$ cat src/rtl/tmr_pkg.sv
package tmr_pkg;
  localparam int NUM_TMR = 2;
  localparam int DATA_W  = 8;
  localparam int CNT_W   = 8;
  localparam int ADDR_W  = 3;
  localparam int NUM_TAP = 8;
  // log2 of every divisor offered by the prescaler
  localparam int TAP_LOG [NUM_TAP] = '{0, 1, 2, 3, 5, 7, 9, 11};
  localparam int PRE_W   = TAP_LOG[NUM_TAP-1];

  localparam logic [ADDR_W-1:0] ADDR_CTRL_A = 3'd0;
  localparam logic [ADDR_W-1:0] ADDR_DATA_A = 3'd1;
  localparam logic [ADDR_W-1:0] ADDR_CTRL_B = 3'd2;
  localparam logic [ADDR_W-1:0] ADDR_DATA_B = 3'd3;
  localparam logic [ADDR_W-1:0] ADDR_FLAG   = 3'd4;

  typedef struct packed {
    logic [NUM_TMR-1:0] tick;
    logic [NUM_TMR-1:0] clrCnt;
    logic [NUM_TMR-1:0] loadCmp;
    logic [NUM_TMR-1:0] clrFlag;
  } tmrStrobe_t;
endpackage

$ cat src/rtl/tmr_ctrl.sv
module tmr_ctrl
  import tmr_pkg::*;
(
  input  logic                clk,
  input  logic                rstN,
  input  logic                busWrEn,
  input  logic [ADDR_W-1:0]   busAddr,
  input  logic [4:0]          wrLow,
  input  logic                evtPin,
  input  logic [NUM_TMR-1:0]  irqAck,
  output tmrStrobe_t          strb,
  output logic [DATA_W-1:0]   ctrlRdA,
  output logic [DATA_W-1:0]   ctrlRdB
);
  logic runA, keepA, runB, keepB;
  logic [2:0] srcA;
  logic [1:0] srcB;
  logic [PRE_W-1:0] preCnt;
  logic [NUM_TAP-1:0] tap;
  logic [2:0] evtSync;
  logic evtRise, srcTickA, srcTickB;
  logic wrCtrlA, wrCtrlB, wrFlag;

  assign wrCtrlA = busWrEn && (busAddr == ADDR_CTRL_A);
  assign wrCtrlB = busWrEn && (busAddr == ADDR_CTRL_B);
  assign wrFlag  = busWrEn && (busAddr == ADDR_FLAG);

  always_ff @(posedge clk) begin
    if (!rstN) begin
      {srcA, keepA, runA} <= '0;
      {srcB, keepB, runB} <= '0;
      preCnt  <= '0;
      evtSync <= '0;
    end else begin
      if (wrCtrlA) {srcA, keepA, runA} <= wrLow;
      if (wrCtrlB) {srcB, keepB, runB} <= wrLow[3:0];
      preCnt  <= preCnt + 1'b1;
      evtSync <= {evtSync[1:0], evtPin};
    end
  end

  // one pulse every 2**TAP_LOG[j] cycles
  for (genvar j = 0; j < NUM_TAP; j++) begin : g_tap
    if (TAP_LOG[j] == 0) begin : g_full
      assign tap[j] = 1'b1;
    end else begin : g_div
      assign tap[j] = &preCnt[TAP_LOG[j]-1:0];
    end
  end

  assign evtRise = evtSync[1] & ~evtSync[2];

  always_comb begin
    case (srcA)
      3'd0:    srcTickA = tap[1];
      3'd1:    srcTickA = tap[2];
      3'd2:    srcTickA = tap[3];
      3'd3:    srcTickA = tap[4];
      3'd4:    srcTickA = tap[5];
      3'd5:    srcTickA = tap[6];
      3'd6:    srcTickA = tap[7];
      default: srcTickA = evtRise;
    endcase
    case (srcB)
      2'd0:    srcTickB = tap[0];
      2'd1:    srcTickB = tap[1];
      2'd2:    srcTickB = tap[3];
      default: srcTickB = 1'b0;
    endcase
  end

  always_comb begin
    strb.tick       = {runB & srcTickB, runA & srcTickA};
    strb.clrCnt     = {wrCtrlB & wrLow[0] & ~wrLow[1], wrCtrlA & wrLow[0] & ~wrLow[1]};
    strb.loadCmp    = {busWrEn && (busAddr == ADDR_DATA_B), busWrEn && (busAddr == ADDR_DATA_A)};
    strb.clrFlag[0] = (wrFlag & ~wrLow[0]) | irqAck[0];
    strb.clrFlag[1] = (wrFlag & ~wrLow[1]) | irqAck[1];
  end

  assign ctrlRdA = DATA_W'({srcA, keepA, runA});
  assign ctrlRdB = DATA_W'({srcB, keepB, runB});
endmodule

$ cat src/rtl/tmr_datapath.sv
module tmr_datapath
  import tmr_pkg::*;
(
  input  logic                            clk,
  input  logic                            rstN,
  input  tmrStrobe_t                      strb,
  input  logic [DATA_W-1:0]               wrData,
  output logic [NUM_TMR-1:0][CNT_W-1:0]   cntVal,
  output logic [NUM_TMR-1:0][CNT_W-1:0]   cmpVal,
  output logic [NUM_TMR-1:0]              flagVal
);
  for (genvar i = 0; i < NUM_TMR; i++) begin : g_ch
    logic atMatch;
    assign atMatch = strb.tick[i] && !strb.clrCnt[i] && (cntVal[i] == cmpVal[i]);

    always_ff @(posedge clk) begin
      if (!rstN) begin
        cntVal[i]  <= '0;
        cmpVal[i]  <= '1;
        flagVal[i] <= 1'b0;
      end else begin
        if (strb.loadCmp[i]) cmpVal[i] <= wrData[CNT_W-1:0];
        if (strb.clrCnt[i])  cntVal[i] <= '0;
        else if (strb.tick[i])
          cntVal[i] <= (cntVal[i] == cmpVal[i]) ? '0 : cntVal[i] + 1'b1;
        if (atMatch)              flagVal[i] <= 1'b1;
        else if (strb.clrFlag[i]) flagVal[i] <= 1'b0;
      end
    end
  end
endmodule

$ cat src/rtl/tmr_pair.sv
module tmr_pair
  import tmr_pkg::*;
(
  input  logic                clk,
  input  logic                rstN,
  input  logic                busWrEn,
  input  logic [ADDR_W-1:0]   busAddr,
  input  logic [DATA_W-1:0]   busWrData,
  output logic [DATA_W-1:0]   busRdData,
  input  logic                evtPin,
  input  logic [NUM_TMR-1:0]  irqAck,
  output logic [NUM_TMR-1:0]  irqFlag
);
  tmrStrobe_t strb;
  logic [NUM_TMR-1:0][CNT_W-1:0] cntVal;
  logic [NUM_TMR-1:0][CNT_W-1:0] cmpVal;
  logic [DATA_W-1:0] ctrlRdA, ctrlRdB;

  tmr_ctrl u_ctrl (
    .clk(clk), .rstN(rstN), .busWrEn(busWrEn), .busAddr(busAddr),
    .wrLow(busWrData[4:0]), .evtPin(evtPin), .irqAck(irqAck),
    .strb(strb), .ctrlRdA(ctrlRdA), .ctrlRdB(ctrlRdB)
  );

  tmr_datapath u_dp (
    .clk(clk), .rstN(rstN), .strb(strb), .wrData(busWrData),
    .cntVal(cntVal), .cmpVal(cmpVal), .flagVal(irqFlag)
  );

  always_comb begin
    case (busAddr)
      ADDR_CTRL_A: busRdData = ctrlRdA;
      ADDR_DATA_A: busRdData = DATA_W'(cntVal[0]);
      ADDR_CTRL_B: busRdData = ctrlRdB;
      ADDR_DATA_B: busRdData = DATA_W'(cntVal[1]);
      ADDR_FLAG:   busRdData = DATA_W'(irqFlag);
      default:     busRdData = '0;
    endcase
  end
endmodule

$ cat config.mk
export PLATFORM = sky130hd
export DESIGN_NAME = tmr_pair
export DESIGN_NICKNAME = d
export VERILOG_FILES = /design/src/rtl/tmr_pkg.sv /design/src/rtl/tmr_ctrl.sv /design/src/rtl/tmr_datapath.sv /design/src/rtl/tmr_pair.sv
export SDC_FILE = /design/constraint.sdc
export NUM_CORES = 1
export LEC_CHECK = 0
export BUFFER_PORTS_ARGS = -buffer_cell sky130_fd_sc_hd__buf_2
export CORE_MARGIN = 1.5
export CORE_UTILIZATION = 50
export CTS_BUF_LIST = sky130_fd_sc_hd__clkbuf_8
export DETAILED_ROUTE_END_ITERATION = 8
export PLACE_DENSITY = 0.81
export SKIP_CTS_REPAIR_TIMING = 1
export SYNTH_ARGS = -nofsm -noshare
export SYNTH_HDL_FRONTEND = slang
export SYNTH_SLANG_ARGS = --single-unit
$ cat constraint.sdc
create_clock -name clk -period 3.9 [get_ports clk]
set_clock_uncertainty 0.05 [all_clocks]
set_input_delay 0.585 -clock clk [delete_from_list [all_inputs] [get_ports clk]]
set_output_delay 0.585 -clock clk [all_outputs]
set_load 0.005 [all_outputs]
---- After elaboration in Yosys (flattened, before gate mapping) ----
Cells that the tools add are included.
operators by class
  add/sub/neg operators ................... 3
  $mul .................................... 0
  div/mod/pow operators ................... 0
  order comparisons ....................... 0
  equality and inequality tests ........... 14
  shift operators ......................... 0
  multiplexer cells ....................... 9
  bitwise logic cells ..................... 15
  reduce and logical (&&, ||, !) cells .... 24
operator list
  operator                                       count
  one-hot mux 8 bit (5 select lines)             1
  adder 8 x 1 -> 8 bit, second input constant    2
  == test 8 bit                                  2
  2-to-1 mux 8 bit                               2
  == test 3 x 2 -> 1 bit, second input constant  4
  == test 3 bit, second input constant           4
  adder 11 x 1 -> 11 bit, second input constant  1
  AND reduction 11 bit                           1
  AND 1 bit                                      9
  logical AND 1 bit                              9
  AND reduction 9 bit                            1
  one-hot mux 1 bit (7 select lines)             1
  AND reduction 7 bit                            1
  == test 3 x 1 -> 1 bit, second input constant  2
  logical NOT 3 bit                              2
  AND reduction 5 bit                            1
  2-to-1 mux 1 bit                               4
  inverter 1 bit                                 4
  nonzero test 2 bit                             2
  OR reduction 2 bit                             2
  one-hot mux 1 bit (3 select lines)             1
  AND reduction 3 bit                            1
  == test 2 x 1 -> 1 bit, second input constant  1
  == test 2 bit, second input constant           1
  4 further kinds                                6
storage, ports and cells
  register bits after elaboration ......... 57
  bits in latches ......................... 0
  bits in writable memories ............... 0
  ROM bits ................................ 0
  output and inout port bits .............. 10
  logic and storage cells ................. 79
  memories kept ........................... 0

---- Logic depth before layout (Yosys ltp) ----
Gate-level depths: netlist of the first run.
  depth in word-level cells ............... 8
  mapped depth ............................ 10

---- Hierarchy ----
A second synthesis of the first run with hierarchy kept.
second synthesis, totals
  cells, all modules ...................... 309
  area total of the unflattened synthesis .. 3017.9 µm²
by module, submodules not included
  module        instances  cells an instance  area each (µm²)
  tmr_datapath  1          156                1515.2
  tmr_ctrl      1          124                1186.1
  tmr_pair      1          29                 316.6

---- Worst setup path before layout of the first run ----
Ideal clock, no wire load.
  path type ............................... input to output
  start point ............................. in busAddr[1]
  end point ............................... out busRdData[4]
  arrival time ............................ 1.625 ns
  setup slack ............................. 1.640 ns
  stages on the path ...................... 5
  buffers on the path ..................... 2
  cells stage by stage .................... buf_6 -> clkbuf_1 -> mux2_2 -> a22oi_1 -> nor2_1
on the way
  cells in the longest elaborated chain, start to end .. 2
  elaborated cells on any way between the ends .. 6
  classes of those cells .................. 4 x eq/ne; 1 x mux; 1 x reduce/logical
ends and longest elaborated chain
  what                                         line            source
  start, declared                              tmr_pair.sv:7   input logic [ADDR_W-1:0] busAddr,
  == test 3 bit, or another cell as far along  tmr_pair.sv:31  case (busAddr)
  one-hot mux 8 bit (5 select lines) *         tmr_pair.sv:31
  end, declared                                tmr_pair.sv:9   output logic [DATA_W-1:0] busRdData,
Mark *: on every way between the ends. The rest lies on a longest branch, timed or not.

---- Final worst setup path of the first run ----
  start point ............................. reg u_ctrl.preCnt[0]
  end point ............................... reg u_dp.cntVal[0] (netlist name)
on the way
  cells in the longest elaborated chain, start to end .. 3
  elaborated cells on any way between the ends .. 8
  classes of those cells .................. 1 x mux; 1 x bitwise; 6 x reduce/logical
ends and longest elaborated chain
  what                                                line                source
  start, declared                                     tmr_ctrl.sv:18      logic [PRE_W-1:0] preCnt;
  start signal, assigned                              tmr_ctrl.sv:37      preCnt <= preCnt + 1'b1;
  AND reduction 11 bit, or another cell as far along  tmr_ctrl.sv:47      assign tap[j] = &preCnt[TAP_LOG[j]-1:0];
  one-hot mux 1 bit (7 select lines) *                tmr_ctrl.sv:54      case (srcA)
  AND 1 bit *                                         tmr_ctrl.sv:73      strb.tick = {runB & srcTickB, runA & srcTickA};
  end signal, assigned by index                       tmr_datapath.sv:25  cntVal[i] <= (cntVal[i] == cmpVal[i]) ? '0 : cntVal[i] + 1'b1;
  end, declared                                       tmr_datapath.sv:8   output logic [NUM_TMR-1:0][CNT_W-1:0] cntVal,
Marked as above.
A chain may end at the register's enable or synchronous reset.

==> impl_metrics.py, run 1 <==
metrics = {
    "status": {
        "outcome": "complete, no violations",
    },
    "power_and_ir_drop": {
        "intPower_mw": 0.922,
        "vdd_drop_max_uv": 346,
        "seq_power_share_pct": 50.0,
        "p_clk_share_pct": 43.7,
        "power_density_nw_per_um2": 373,
        "cellLeakagePower_nw": 1.36,
        "switching_share_pct": 23.8,
        "p_switching_mw": 0.287,
        "comb_power_share_pct": 6.3,
    },
    "global_route": {
        "grt_pass1_wl_um": 10600,
        "gr-total-overflow": 0,
        "grt.total_usage_pct": 22.3,
        "grt_pass1_vias": 2213,
        "antenna_found_initial": 0,
        "grt_max_degree": 44,
    },
    "flow_run": {
        "max-cap-violations": 0,
    },
    "setup_path": {
        "r2r_slack_ns": 1.36,
        "cp_max_fo": 11,
        "endpoint": "u_dp.cntVal[0]$_SDFFE_PP0P_",
        "r2r-end": "u_dp.cntVal[0]$_SDFFE_PP0P_",
        "crit_start": "u_ctrl.preCnt[0]$_SDFF_PN0_",
        "criticalPathCategory": "reg2reg",
        "cp.required_ns": 4.14,
        "start_kind": "register",
        "cp_data_arrival_time_ns": 2.78,
        "end_kind": "register",
        "r2r.worst_path.cells": 10,
        "reg2reg_from": "u_ctrl.preCnt[0]$_SDFF_PN0_",
    },
    "final_layout": {
        "layout.nets": 373,
        "syn_to_final_growth_pct": 12.1,
        "diodes": 0,
        "layout_common_cells": "dfxtp_1, nand2_1, nand3_1, buf_2",
        "layout_commonest_cell": "dfxtp_1",
        "finalNonFillerCells": 427,
        "n_fill_cell": 500,
        "layout-drive-gt1-share_pct": 15.2,
    },
    "synth": {
        "syn_inst": 328,
        "synthesis.area_um2": 2890,
        "synth_edf_count": 0,
        "yosysWarnings": 0,
        "synthArstFlopShare_pct": 0,
        "yosysSeqAreaShare_pct": 39.5,
        "synth_seq_cells": 57,
        "synth_ff_type": "dfxtp_1",
        "avgSynthCellArea_um2": 8.81,
        "syn_nets": 351,
        "yosysUniqueCellTypes": 46,
    },
    "timing": {
        "post-route-period-util_pct": 65.1,
        "finalCriticalPeriod_ns": 2.54,
        "setup_tns_ns": 0,
        "report.final.slew_viol_count": 0,
        "fmax_mhz": 394,
        "rsz0062_at_grt": "no",
        "finalSetupViolCount": 0,
        "fin_ws_ns": 1.36,
        "tightest_slew_ns": 0.792,
        "hold_viol": 0,
        "slew_headroom_pct": 46.4,
    },
    "clocking": {
        "clk_path_buf_depth": 2,
        "cts_sinks": 57,
        "cts_made_buffers": 9,
        "insertion_delay_ns": 0.34,
        "htree_levels": 3,
        "cts.clk_slew.worst_paths_ns": 0.07,
        "cts_tree": "yes",
        "cts-root-buf": "clkbuf_8",
    },
    "placement": {
        "numPortBuffers": 26,
        "routabilityCongestion": 0.864,
        "detailed_place_hpwl_um": 4420,
        "pre_cts_ws_ns": 1.28,
        "dp.cells": 411,
    },
    "worst_hold_path": {
        "hold_path.class": "in2reg",
        "hold_start": "irqAck[0]",
    },
    "die": {
        "die_h_um": 79.0,
        "fp.dieArea_um2": 6240,
        "coreArea_um2": 5540,
        "num_io_pins": 27,
        "fp-row-count": 27,
        "fp.dieW_um": 79.0,
        "start_util_pct": 52.1,
    },
    "drt": {
        "wire_per_inst_um": 14.7,
        "antenna_left": 0,
        "routed_via_density": 5.44,
        "wl_um": 6300,
        "drtPass1Iterations": 4,
        "vias": 2324,
        "drc": 0,
        "drtIter0Drc": 127,
    },
}
## flip-flops by register name (all words and copies together) (netlist names)
register and flops:
u_ctrl.srcB 2, u_ctrl.srcA 3, u_ctrl.runB 1, u_ctrl.keepA 1
u_ctrl.runA 1, u_dp.flagVal 2, u_dp.cntVal 16, u_ctrl.keepB 1
u_ctrl.evtSync 3, u_dp.cmpVal 16, u_ctrl.preCnt 11
## metrics by stage
stage / power, mW / instance area, µm² / utilization [%] / hold slack [ns]
2_1_floorplan: 0.670 / 2890 / - / 0.362
3_3_place_gp: 0.691 / 3050 / 55.0 / 0.365
3_5_place_dp: 0.693 / 3050 / 55.0 / 0.372
4_1_cts: 1.22 / 3240 / 58.5 / 0.367
5_1_grt: 1.25 / 3240 / 58.5 / 0.370
6_report: 1.21 / 3240 / 58.5 / 0.377
## how the worst min path moves through the flow
stage,to,slack [ns],cells past startpoint
2_1_floorplan,u_ctrl.evtSync[1]$_SDFF_PN0_,0.36,1
3_3_place_gp,u_ctrl.evtSync[1]$_SDFF_PN0_,0.37,1
3_5_place_dp,u_ctrl.evtSync[1]$_SDFF_PN0_,0.37,1
4_1_cts,u_dp.flagVal[0]$_SDFFE_PN0P_,0.37,2
5_1_grt,u_dp.flagVal[0]$_SDFFE_PN0P_,0.37,2
6_report,u_dp.flagVal[0]$_SDFFE_PN0P_,0.38,2
## worst max-delay path, stage by stage, from the launching register on
cell and delay [ns]:
dfxtp_1 0.42, ha_1 0.23, nand3_1 0.15, inv_1 0.12, and3_1 0.17, ha_1 0.19
o221ai_1 0.11, a31oi_1 0.20, buf_4 0.20, nor3b_2 0.43, mux2_2 0.23
## power by group through the flow
stage	combinational, mW	sequential [mW]	clock, mW
CTS	0.0760	0.605	0.535
detailed placement	0.0756	0.618	0
finish	0.0762	0.605	0.529
floorplan	0.0563	0.614	0
global placement	0.0741	0.617	0
global route	0.0851	0.606	0.562
## Yosys cell counts, types with 3 or more instances
master    instances  area share (%)
inv_1             3            0.39
xor2_1           16             4.9
o22ai_1           8             1.7
and3_1            9             1.9
a21boi_0          7             1.8
mux2i_1           9             3.1
mux4_2            3             2.3
a21oi_1           3            0.52
clkbuf_1         13             1.7
a22o_1            6             1.8
and2_1           16             3.5
ha_1              6             2.6
xnor2_1          13             3.9
nand2_1          48             6.2
nor2_1           18             2.3
nand2b_1          6             1.3
mux2_2            3             1.2
nor2b_1          18             3.9
dfxtp_1          57              39
nand3_1          27             4.7
nand4_1           9             1.9
## cell type report
cell class	instances	area (µm²)	area share, %
Tap cell	72	90.1	2.78
Clock inverter	3	13.8	0.425
Inverter	3	11.3	0.348
Timing Repair Buffer	28	145	4.48
Multi-Input combinational cell	251	1660	51.2
Clock buffer	13	179	5.52
Sequential cell	57	1140	35.2
## metal layers
layer	global-route usage, %	part of all wire (%)	routed length (µm)	up-vias
li1	-	-	-	1182
met1	28.9	47	2940	1060
met2	33.6	44	2780	66
met3	7.01	6.3	395	16
met4	10.5	2.9	180	0
met5	0	0	0	-
## cell families after synthesis
group                      after synthesis  share of synthesized area [%]
DFF                                     57                           39.5
and+or+nand+nor                        165                           29.7
buffers and inverters                   20                           3.08
adders and majority gates                6                           2.60
AOI/OAI and AO/OA                       36                           9.75
muxes                                   15                           6.63
xor gates and xnor gates                29                           8.79
No activity file was read; power rests on OpenSTA's default activity.
==> run 2: changes to the inputs <==
Clock period 3.9 ns to 2.4 ns, I/O delays scaled along.
==> run 2 against run 1 <==
Effect of this change:
- worst hold slack lost 0.22 ns
- design area is 1.5% higher
- fmax grew 16%
- combinational power is 77% higher
- first-iteration DRC count is 6.3% lower
- via count is 3.2% higher
- highest routed layer unchanged
- clock-buffer cell count fell by 1
- critical endpoint unchanged
- critical path type unchanged
- largest power group unchanged
- sequential power up 62%
- clock power is 53% higher
- critical path depth down 1
- register-to-register slack lost 1.2 ns
==> impl_metrics.py, run 2 (synthesis results as in run 1) <==
metrics = {
    "global_route": {
        "grt_max_degree": 43,
        "grt_use_met2_pct": 35.0,
        "met1_usage_pct": 27.8,
        "antenna_found_initial": 0,
        "global_route.usage.met3_pct": 6.90,
        "grt.total_usage_pct": 22.7,
        "grt_pass1_vias": 2371,
        "grt_pass1_wl_um": 10800,
        "gr-total-overflow": 0,
        "busiest_layer": "met2",
    },
    "clocking": {
        "insertion_delay_ns": 0.34,
        "cts_tree": "yes",
        "cts_made_buffers": 9,
        "cts.clk_slew.worst_paths_ns": 0.06,
        "cts_sinks": 57,
        "cts-root-buf": "clkbuf_8",
        "clk_path_buf_depth": 2,
        "htree_levels": 3,
    },
    "power_and_ir_drop": {
        "vdd_drop_max_uv": 419,
        "power_density_nw_per_um2": 587,
        "power_mw": 1.93,
        "cellLeakagePower_nw": 1.38,
    },
    "placement": {
        "detailed_place_hpwl_um": 4610,
        "pre_cts_ws_ns": 0.0552,
        "routabilityCongestion": 0.807,
        "numPortBuffers": 26,
    },
    "setup_path": {
        "r2r_slack_ns": 0.21,
        "cp_max_fo": 7,
        "cp_slowest_cell": "dfxtp_2",
        "path_depth": 9,
        "start_kind": "register",
        "cp.required_ns": 2.57,
        "endpoint": "u_dp.cntVal[0]$_SDFFE_PP0P_",
        "criticalPathCategory": "reg2reg",
        "crit_start": "u_ctrl.preCnt[0]$_SDFF_PN0_",
        "end_kind": "register",
        "cp_top_family": "multiplexers",
        "cp_cell_sequence": "ha_1 -> nand3_1 -> inv_1 -> ha_1 -> mux2_2 -> o221ai_1 -> a31oi_1 -> nor3b_4 -> mux2_2",
        "slowest_delay_ns": 0.35,
        "cp_data_arrival_time_ns": 2.37,
        "r2r-end": "u_dp.cntVal[0]$_SDFFE_PP0P_",
        "critPathBufInv": 1,
        "r2r.worst_path.cells": 9,
        "reg2reg_from": "u_ctrl.preCnt[0]$_SDFF_PN0_",
    },
    "timing": {
        "rsz0062_at_grt": "no",
        "fin_ws_ns": 0.205,
        "fmax_mhz": 456,
        "hold_viol": 0,
        "slew_headroom_pct": 54.9,
        "post-route-period-util_pct": 91.4,
        "finalSetupViolCount": 0,
        "tightest_slew_ns": 0.673,
        "hold_slack_ns": 0.161,
        "finalCriticalPeriod_ns": 2.19,
        "setup_tns_ns": 0,
        "report.final.slew_viol_count": 0,
    },
    "final_layout": {
        "layout-drive-gt1-share_pct": 17.2,
        "register_area_um2": 1140,
        "multi_input_area_um2": 1670,
        "n_fill_cell": 482,
        "diodes": 0,
        "layout_commonest_cell": "dfxtp_1",
        "syn_to_final_growth_pct": 13.8,
        "fin_util_pct": 59.3,
        "top_regs": "u_dp.cmpVal (16), u_dp.cntVal (16), u_ctrl.preCnt (11)",
        "layout_common_cells": "dfxtp_1, nand2_1, nand3_1, buf_2",
        "layout.nets": 380,
    },
    "drt": {
        "routed_via_density": 5.54,
        "drtPass1Iterations": 5,
        "wl_um": 6310,
        "wire_per_inst_um": 14.6,
        "drc": 0,
        "antenna_left": 0,
        "drtIter0Drc": 119,
        "vias": 2398,
    },
    "flow_run": {
        "max-cap-violations": 0,
    },
    "die": {
        "fp-row-count": 27,
        "coreArea_um2": 5540,
        "num_io_pins": 27,
        "fp.dieArea_um2": 6240,
        "die_h_um": 79.0,
        "start_util_pct": 52.1,
        "fp.dieW_um": 79.0,
    },
    "status": {
        "outcome": "complete, no violations",
    },
    "worst_hold_path": {
        "hold_path.class": "in2reg",
    },
}
## run 2: report_power, final
part | switching, mW | total, mW | internal [mW] | leakage (nW)
clock | 0.363 | 0.811 | 0.447 | 0.0980
combinational | 0.0752 | 0.135 | 0.0596 | 0.819
sequential | 0.0167 | 0.983 | 0.967 | 0.463
## run 2: worst min path at each step
stage                                 start                           end  slack [ns]  depth (start not counted)
2_1_floorplan  u_ctrl.evtSync[0]$_SDFF_PN0_  u_ctrl.evtSync[1]$_SDFF_PN0_        0.36                          1
3_3_place_gp   u_ctrl.evtSync[0]$_SDFF_PN0_  u_ctrl.evtSync[1]$_SDFF_PN0_        0.36                          1
3_5_place_dp   u_ctrl.evtSync[0]$_SDFF_PN0_  u_ctrl.evtSync[1]$_SDFF_PN0_        0.37                          1
4_1_cts                           irqAck[0]  u_dp.flagVal[0]$_SDFFE_PN0P_        0.15                          2
5_1_grt                           irqAck[0]  u_dp.flagVal[0]$_SDFFE_PN0P_        0.17                          2
6_report                          irqAck[0]  u_dp.flagVal[0]$_SDFFE_PN0P_        0.16                          2
## run 2: cell type report
cell class	instances	area share, %
Inverter	3	0.343
Clock inverter	3	0.457
Timing Repair Buffer	35	6.01
Multi-Input combinational cell	251	50.7
Tap cell	72	2.74
Sequential cell	57	34.8
Clock buffer	12	5.02
## run 2: per-stage QoR
stage,instance area (µm²),instances
global route,3290,433
finish,3290,433
CTS,3280,433
global placement,3100,418
floorplan,2890,328
detailed placement,3100,418
## run 2: metal layers
layer | up-vias | wire, µm
met5 | - | 0
met4 | 0 | 223
met3 | 24 | 354
met2 | 82 | 2950
met1 | 1094 | 2790
li1 | 1198 | -
